===== config.mk =====
export PLATFORM = sky130hd
export DESIGN_NAME = spare_alu_cell
export DESIGN_NICKNAME = d
export VERILOG_FILES = /design/src/rtl/spare_cell_pkg.sv /design/src/rtl/spare_diff_unit.sv /design/src/rtl/spare_port_mux.sv /design/src/rtl/spare_alu_core.sv /design/src/rtl/spare_alu_cell.sv
export SDC_FILE = /design/constraint.sdc
export NUM_CORES = 1
export LEC_CHECK = 0
export CORE_MARGIN = 5
export CORE_UTILIZATION = 57
export CTS_CLUSTER_DIAMETER = 30
export CTS_CLUSTER_SIZE = 24
export DETAILED_ROUTE_END_ITERATION = 12
export GPL_ROUTABILITY_DRIVEN = 0
export GPL_TIMING_DRIVEN = 0
export PLACE_DENSITY = 0.91
export SETUP_SLACK_MARGIN = 0.05
export SLEW_MARGIN = 10
export SYNTH_ARGS = -nofsm -noshare
export SYNTH_HDL_FRONTEND = slang
export SYNTH_SLANG_ARGS = --single-unit
export TNS_END_PERCENT = 5

===== constraint.sdc =====
create_clock -name clk -period 2 [get_ports clk]
set_input_delay 0.2 -clock clk [delete_from_list [all_inputs] [get_ports clk]]
set_output_delay 0.2 -clock clk [all_outputs]
set_load 0.005 [all_outputs]

===== src/rtl/spare_cell_pkg.sv =====
package spare_cell_pkg;

  localparam int unsigned NB_N  = 4;
  localparam int unsigned DIR_W = 2;
  localparam int unsigned OP_W  = 2;

  typedef enum logic [DIR_W-1:0] {
    DIR_UP    = 2'b00,
    DIR_DOWN  = 2'b01,
    DIR_RIGHT = 2'b10,
    DIR_LEFT  = 2'b11
  } dir_e;

  typedef enum logic [OP_W-1:0] {
    OP_ADD = 2'b00,
    OP_SUB = 2'b01,
    OP_MUL = 2'b10,
    OP_SHL = 2'b11
  } op_e;

  typedef enum logic {
    ST_STEM = 1'b0,
    ST_DIFF = 1'b1
  } cell_st_e;

endpackage


===== src/rtl/spare_diff_unit.sv =====
module spare_diff_unit
  import spare_cell_pkg::*;
(
  input  logic             clk,
  input  logic             rst_n,
  input  logic             diff_req_i,
  input  logic [DIR_W-1:0] dir_i,
  output logic             active_o,
  output dir_e             dir_o,
  output logic             clr_o
);

  cell_st_e st_q, st_d;
  dir_e     dir_q, dir_d;
  logic     clr_q, clr_d;
  logic     take;

  // next state: the request is honoured once, from the dormant state only
  always_comb begin
    take  = (st_q == ST_STEM) && diff_req_i;
    st_d  = st_q;
    dir_d = dir_q;
    clr_d = 1'b0;
    if (take) begin
      st_d  = ST_DIFF;
      dir_d = dir_e'(dir_i);
      clr_d = 1'b1;
    end
  end

  always_ff @(posedge clk or negedge rst_n) begin
    if (!rst_n) begin
      st_q  <= ST_STEM;
      dir_q <= DIR_UP;
      clr_q <= 1'b0;
    end else begin
      st_q  <= st_d;
      clr_q <= clr_d;
      if (take) begin
        dir_q <= dir_d;
      end
    end
  end

  assign active_o = (st_q == ST_DIFF);
  assign dir_o    = dir_q;
  assign clr_o    = clr_q;

endmodule


===== src/rtl/spare_port_mux.sv =====
module spare_port_mux
  import spare_cell_pkg::*;
#(
  parameter int unsigned DATA_W = 8
) (
  input  dir_e                     sel_i,
  input  logic [NB_N-1:0]          valid_i,
  input  logic [NB_N*OP_W-1:0]     op_i,
  input  logic [NB_N*DATA_W-1:0]   a_i,
  input  logic [NB_N*DATA_W-1:0]   b_i,
  output logic                     valid_o,
  output op_e                      op_o,
  output logic [DATA_W-1:0]        a_o,
  output logic [DATA_W-1:0]        b_o
);

  logic [NB_N-1:0]                  hit;
  logic [NB_N-1:0][DATA_W-1:0]      a_m;
  logic [NB_N-1:0][DATA_W-1:0]      b_m;
  logic [NB_N-1:0][OP_W-1:0]        op_m;
  logic [OP_W-1:0]                  op_acc;

  // one-hot decode of the latched direction, then AND-OR selection
  for (genvar k = 0; k < NB_N; k++) begin : g_port
    assign hit[k]  = (sel_i == dir_e'(DIR_W'(k)));
    assign a_m[k]  = hit[k] ? a_i[k*DATA_W +: DATA_W] : '0;
    assign b_m[k]  = hit[k] ? b_i[k*DATA_W +: DATA_W] : '0;
    assign op_m[k] = hit[k] ? op_i[k*OP_W +: OP_W]    : '0;
  end

  always_comb begin
    valid_o = 1'b0;
    a_o     = '0;
    b_o     = '0;
    op_acc  = '0;
    for (int k = 0; k < NB_N; k++) begin
      valid_o = valid_o | (valid_i[k] & hit[k]);
      a_o     = a_o | a_m[k];
      b_o     = b_o | b_m[k];
      op_acc  = op_acc | op_m[k];
    end
    op_o = op_e'(op_acc);
  end

endmodule


===== src/rtl/spare_alu_core.sv =====
module spare_alu_core
  import spare_cell_pkg::*;
#(
  parameter int unsigned DATA_W = 8
) (
  input  op_e                 op_i,
  input  logic [DATA_W-1:0]   a_i,
  input  logic [DATA_W-1:0]   b_i,
  output logic [2*DATA_W-1:0] res_o
);

  localparam int unsigned RES_W = 2 * DATA_W;
  localparam int unsigned SH_W  = (DATA_W > 1) ? $clog2(DATA_W) : 1;
  localparam int unsigned PAD_W = RES_W - DATA_W - 1;

  logic [RES_W-1:0]  ext_a;
  logic [RES_W-1:0]  ext_b;
  logic [DATA_W:0]   sum;
  logic [DATA_W-1:0] diff;
  logic [SH_W-1:0]   shamt;

  always_comb begin
    ext_a = {{DATA_W{1'b0}}, a_i};
    ext_b = {{DATA_W{1'b0}}, b_i};
    sum   = {1'b0, a_i} + {1'b0, b_i};
    diff  = a_i - b_i;
    shamt = b_i[SH_W-1:0];
    unique case (op_i)
      OP_ADD:  res_o = {{PAD_W{1'b0}}, sum};
      OP_SUB:  res_o = {{DATA_W{1'b0}}, diff};
      OP_MUL:  res_o = ext_a * ext_b;
      OP_SHL:  res_o = ext_a << shamt;
      default: res_o = '0;
    endcase
  end

endmodule


===== src/rtl/spare_alu_cell.sv =====
module spare_alu_cell
  import spare_cell_pkg::*;
#(
  parameter int unsigned DATA_W = 8
) (
  input  logic                     clk,
  input  logic                     rst_n,
  input  logic                     diff_req_i,
  input  logic [1:0]               dir_i,
  output logic                     diff_clr_o,
  output logic                     active_o,
  input  logic [3:0]               nb_valid_i,
  input  logic [7:0]               nb_op_i,
  input  logic [4*DATA_W-1:0]      nb_a_i,
  input  logic [4*DATA_W-1:0]      nb_b_i,
  output logic                     res_valid_o,
  output logic [2*DATA_W-1:0]      res_o
);

  localparam int unsigned RES_W = 2 * DATA_W;

  // reset: asserted asynchronously, released after two clock edges
  logic [1:0] rst_pipe_q;
  logic       rst_sync_n;

  always_ff @(posedge clk or negedge rst_n) begin
    if (!rst_n) begin
      rst_pipe_q <= 2'b00;
    end else begin
      rst_pipe_q <= {rst_pipe_q[0], 1'b1};
    end
  end

  assign rst_sync_n = rst_pipe_q[1];

  dir_e              dir_q;
  logic              active;
  logic              sel_valid;
  op_e               sel_op;
  logic [DATA_W-1:0] sel_a;
  logic [DATA_W-1:0] sel_b;
  logic [RES_W-1:0]  alu_res;

  spare_diff_unit u_diff (
    .clk        (clk),
    .rst_n      (rst_sync_n),
    .diff_req_i (diff_req_i),
    .dir_i      (dir_i),
    .active_o   (active),
    .dir_o      (dir_q),
    .clr_o      (diff_clr_o)
  );

  spare_port_mux #(.DATA_W(DATA_W)) u_mux (
    .sel_i   (dir_q),
    .valid_i (nb_valid_i),
    .op_i    (nb_op_i),
    .a_i     (nb_a_i),
    .b_i     (nb_b_i),
    .valid_o (sel_valid),
    .op_o    (sel_op),
    .a_o     (sel_a),
    .b_o     (sel_b)
  );

  spare_alu_core #(.DATA_W(DATA_W)) u_alu (
    .op_i  (sel_op),
    .a_i   (sel_a),
    .b_i   (sel_b),
    .res_o (alu_res)
  );

  logic             res_vld_q, res_vld_d;
  logic [RES_W-1:0] res_q, res_d;
  logic             res_en;

  always_comb begin
    res_en    = active && sel_valid;
    res_vld_d = res_en;
    res_d     = alu_res;
  end

  always_ff @(posedge clk or negedge rst_sync_n) begin
    if (!rst_sync_n) begin
      res_vld_q <= 1'b0;
      res_q     <= '0;
    end else begin
      res_vld_q <= res_vld_d;
      if (res_en) begin
        res_q <= res_d;
      end
    end
  end

  assign active_o    = active;
  assign res_valid_o = res_vld_q;
  assign res_o       = res_q;

endmodule


==> metrics.json <==
{
  "floorplanning": {
    "die_y_um": 98.4,
    "fp.dieW_um": 98.4,
    "start_util_pct": 58.0,
    "placementRows": 32,
    "coreArea_mm2": 0.00769,
    "pin_count": 100,
    "area_enclosed_by_the_die_boundary_mm2": 0.00969
  },
  "placed_design": {
    "dpl_cell_area_mm2": 0.00570,
    "numPortBuffers": 99,
    "pre_cts_ws_ns": -3.54,
    "dp_hpwl_mm": 11.5
  },
  "clocking": {
    "postCtsHoldBufs": 0,
    "htree_levels": 1,
    "clock_sink_count": 23,
    "cts.root.buffer_cell": "sky130_fd_sc_hd__clkbuf_8",
    "clock_tree_from_tritoncts": "done",
    "clock_tree.buffer_depth": 2,
    "clock_latency_ns": 0.27,
    "reg_clk_slew_reported_paths_ns": 0.08,
    "num_cts_buffers": 3
  },
  "sta": {
    "finalCritPeriodShare_pct": 267,
    "timing_worst_slew_pin_value_ns": 0.912,
    "max_clock_freq_mhz": 187,
    "layout_setup_ws_ns": -3.34,
    "final_setup_violation_count": 17,
    "finalHoldViolations": 0,
    "rsz0062_at_grt": "yes",
    "timing.final.max_slew_violations": 0,
    "finalCriticalPeriod_ns": 5.34,
    "skew_ns": 0.00344,
    "max-slew-margin-rel_pct": 39.2
  },
  "logic_synthesis": {
    "netlist-cell-type-count": 63,
    "ys_ff_latch": 23,
    "synth_edf_count": 0,
    "postSynth.asyncResetShare_pct": 100,
    "netlist.area_leader.share_pct": 17.1,
    "synth_seq_area_share_pct": 12.9,
    "most_common_flop_cell_mapped_by_yosys": "sky130_fd_sc_hd__dfrtp_1",
    "syn-cell-area_mm2": 0.00446,
    "synth-warning-count": 0,
    "postSynthCellCount": 497,
    "synthDominantAreaCellType": "sky130_fd_sc_hd__fa_1",
    "leading_post_synthesis_cells_by_cell_area": "sky130_fd_sc_hd__fa_1 17%, sky130_fd_sc_hd__ha_1 15%, sky130_fd_sc_hd__dfrtp_1 13%",
    "synth.avg_cell_area_um2": 8.97,
    "synth_nets": 668
  },
  "layout": {
    "register_area_um2": 576,
    "area_growth_syn_to_layout_pct": 38.8,
    "mostFrequentLayoutCells": "99 x sky130_fd_sc_hd__clkdlybuf4s50_1, 63 x sky130_fd_sc_hd__inv_1, 40 x sky130_fd_sc_hd__ha_1, 36 x sky130_fd_sc_hd__nand2_1, 36 x sky130_fd_sc_hd__fa_1",
    "final.fill_count": 468,
    "layout.nets": 796,
    "layout_commonest_cell": "sky130_fd_sc_hd__clkdlybuf4s50_1",
    "proportion_of_layout_cells_with_a_drive_suffix_above_1_pct": 21.8,
    "multi_input_area_mm2": 0.00379,
    "fin_area_mm2": 0.00618,
    "insertedDiodeCount": 0
  },
  "worst_setup_path": {
    "ff2ff_path_depth": 20,
    "r2r-start": "u_diff.dir_o[0]$_DFFE_PN0P_",
    "timing.rr.end": "res_o[10]$_DFFE_PN0P_",
    "setup.worst_path.end_class": "register",
    "cp_data_required_time_ns": 2.16,
    "crit_start_category": "register",
    "worst-setup-path-type": "reg2reg",
    "cp_data_arrival_time_ns": 5.50,
    "worstPathMaxFanout": 8,
    "worst-r2r-setup-slack_ns": -3.34
  },
  "worst_hold_path": {
    "min_path_type": "in2async"
  },
  "detailed_routing": {
    "drt_iter0_markers": 466,
    "route.vias.total": 4633,
    "post_drt_via_cell_ratio": 6.38,
    "drc_errors": 0,
    "drt_wl_total_mm": 16.4,
    "drt_pass1_iterations": 6,
    "postRouteAntennaNets": 0,
    "drt-wirelength-per-cell_um": 22.6
  },
  "grt": {
    "grt_max_degree": 22,
    "track_usage_pct": 31.6,
    "grt-ovfl-total": 0,
    "antenna_found_initial": 0,
    "via_count_of_the_first_global_routing_pass": 4937,
    "wire_length_of_the_first_global_routing_pass_mm": 24.2
  },
  "job": {
    "maxCapViolCount": 0
  },
  "power": {
    "power.leakage_uw": 0.00274,
    "cellInternalPower_uw": 5420,
    "ir_worst_vdd_mv": 1.58,
    "pwr_density_cell_mw_per_mm2": 1790,
    "seq_power_share_pct": 6.4,
    "clockPowerShare_pct": 2.7,
    "switching_share_pct": 51.0,
    "power.switching_uw": 5640,
    "p_comb_share_pct": 90.9
  },
  "run_status": {
    "failed_checks": "negative setup slack",
    "status": "complete, but fails checks"
  }
}
per-layer routing:
metal	vias up	GRT usage [%]	wire [µm]
li1	1953	-	-
met1	2202	34.7	5590
met2	365	54.9	8060
met3	113	6.72	1480
met4	0	20.5	1300
met5	-	0	0
repair_timing:
action | in CTS | in global routing
endpoints found under the setup margin | 16 | 17
pin swaps | 8 | 22
buffers inserted | 11 | 13
resized for setup | 38 | 34
final cells by class:
cell class | instances | share of cell area (%)
Multi-Input combinational cell | 382 | 61.3
Sequential cell | 23 | 9.31
Timing Repair Buffer | 123 | 19.3
Tap cell | 102 | 2.06
Inverter | 75 | 4.67
Clock buffer | 4 | 0.728
Buffer | 17 | 2.57
power groups by stage:
| stage | clock network [µW] | logic, µW | registers, µW |
|---|---|---|---|
| after global routing | 316 | 10800 | 723 |
| final | 295 | 10100 | 709 |
| after CTS | 290 | 8450 | 707 |
| after floorplan | 0 | 5930 | 711 |
| after detailed placement | 0 | 8070 | 713 |
| after global placement | 0 | 7660 | 709 |
cells by family (layout without fill, tap and decap cells):
family	Yosys count	after routing	share of synthesized area, %
simple gates	124	124	13.8
compound gates	117	117	16.9
buf+inv	92	219	8.93
fa+ha+maj	90	90	31.7
mux	32	32	12.1
flops	23	23	12.9
xor+xnor	18	18	3.54
other cells	1	1	0.0841
Yosys cell counts (7+ instances only):
library cell and instances:
sky130_fd_sc_hd__a21o_1 7, sky130_fd_sc_hd__a21oi_1 27, sky130_fd_sc_hd__and2_1 32, sky130_fd_sc_hd__buf_2 7, sky130_fd_sc_hd__dfrtp_1 23, sky130_fd_sc_hd__fa_1 38, sky130_fd_sc_hd__ha_1 52, sky130_fd_sc_hd__inv_1 71
sky130_fd_sc_hd__mux2i_1 10, sky130_fd_sc_hd__mux4_2 16, sky130_fd_sc_hd__nand2_1 36, sky130_fd_sc_hd__nor2_1 35, sky130_fd_sc_hd__o211ai_1 7, sky130_fd_sc_hd__o21ai_0 29, sky130_fd_sc_hd__xnor2_1 14
worst max path at each step:
stage	from	endpoint	slack (ns)	depth (start not counted)
after global routing	u_diff.dir_o[0]$_DFFE_PN0P_	res_o[15]$_DFFE_PN0P_	-3.42	19
after detailed placement	u_diff.dir_o[1]$_DFFE_PN0P_	res_o[10]$_DFFE_PN0P_	-3.54	19
after floorplan	u_diff.dir_o[0]$_DFFE_PN0P_	res_o[15]$_DFFE_PN0P_	-2.86	19
after CTS	u_diff.dir_o[0]$_DFFE_PN0P_	res_o[10]$_DFFE_PN0P_	-3.21	20
final	u_diff.dir_o[0]$_DFFE_PN0P_	res_o[10]$_DFFE_PN0P_	-3.34	20
after global placement	u_diff.dir_o[1]$_DFFE_PN0P_	res_o[10]$_DFFE_PN0P_	-3.40	19
registers in the layout, summed over array words and instances (netlist names):
name	cells
rst_pipe_q	2
res_o	16
u_diff.clr_o	1
res_valid_o	1
u_diff.active_o	1
u_diff.dir_o	2
worst max-delay path, stage by stage (launching register included):
cell	delay (ns)
sky130_fd_sc_hd__dfrtp_1	0.38
sky130_fd_sc_hd__buf_6	0.13
sky130_fd_sc_hd__buf_12	0.14
sky130_fd_sc_hd__buf_12	0.14
sky130_fd_sc_hd__mux4_2	0.65
sky130_fd_sc_hd__and2_4	0.20
sky130_fd_sc_hd__fa_1	0.50
sky130_fd_sc_hd__inv_1	0.05
sky130_fd_sc_hd__fa_1	0.47
sky130_fd_sc_hd__inv_1	0.05
sky130_fd_sc_hd__fa_1	0.50
sky130_fd_sc_hd__inv_2	0.05
sky130_fd_sc_hd__fa_1	0.53
sky130_fd_sc_hd__inv_2	0.05
sky130_fd_sc_hd__ha_4	0.27
sky130_fd_sc_hd__nor2_4	0.08
sky130_fd_sc_hd__and3b_2	0.24
sky130_fd_sc_hd__o21ai_2	0.13
sky130_fd_sc_hd__or3b_4	0.42
sky130_fd_sc_hd__a31oi_4	0.18
sky130_fd_sc_hd__nor2_1	0.06
stage by stage:
| stage | instances | utilization (%) | power [µW] | hold slack (ns) | setup TNS, ns |
|---|---|---|---|---|---|
| floorplan | 497 | - | 6640 | -0.0956 | -33.62 |
| global placement | 698 | 74.1 | 8370 | 0.334 | -41.32 |
| detailed placement | 698 | 74.1 | 8780 | 0.343 | -42.59 |
| CTS | 713 | 77.7 | 9440 | 0.0893 | -38.48 |
| global route | 726 | 80.5 | 11800 | 0.0820 | -42.40 |
| finish | 726 | 80.5 | 11100 | 0.0876 | -40.20 |
(Power assumes the default switching activity.)
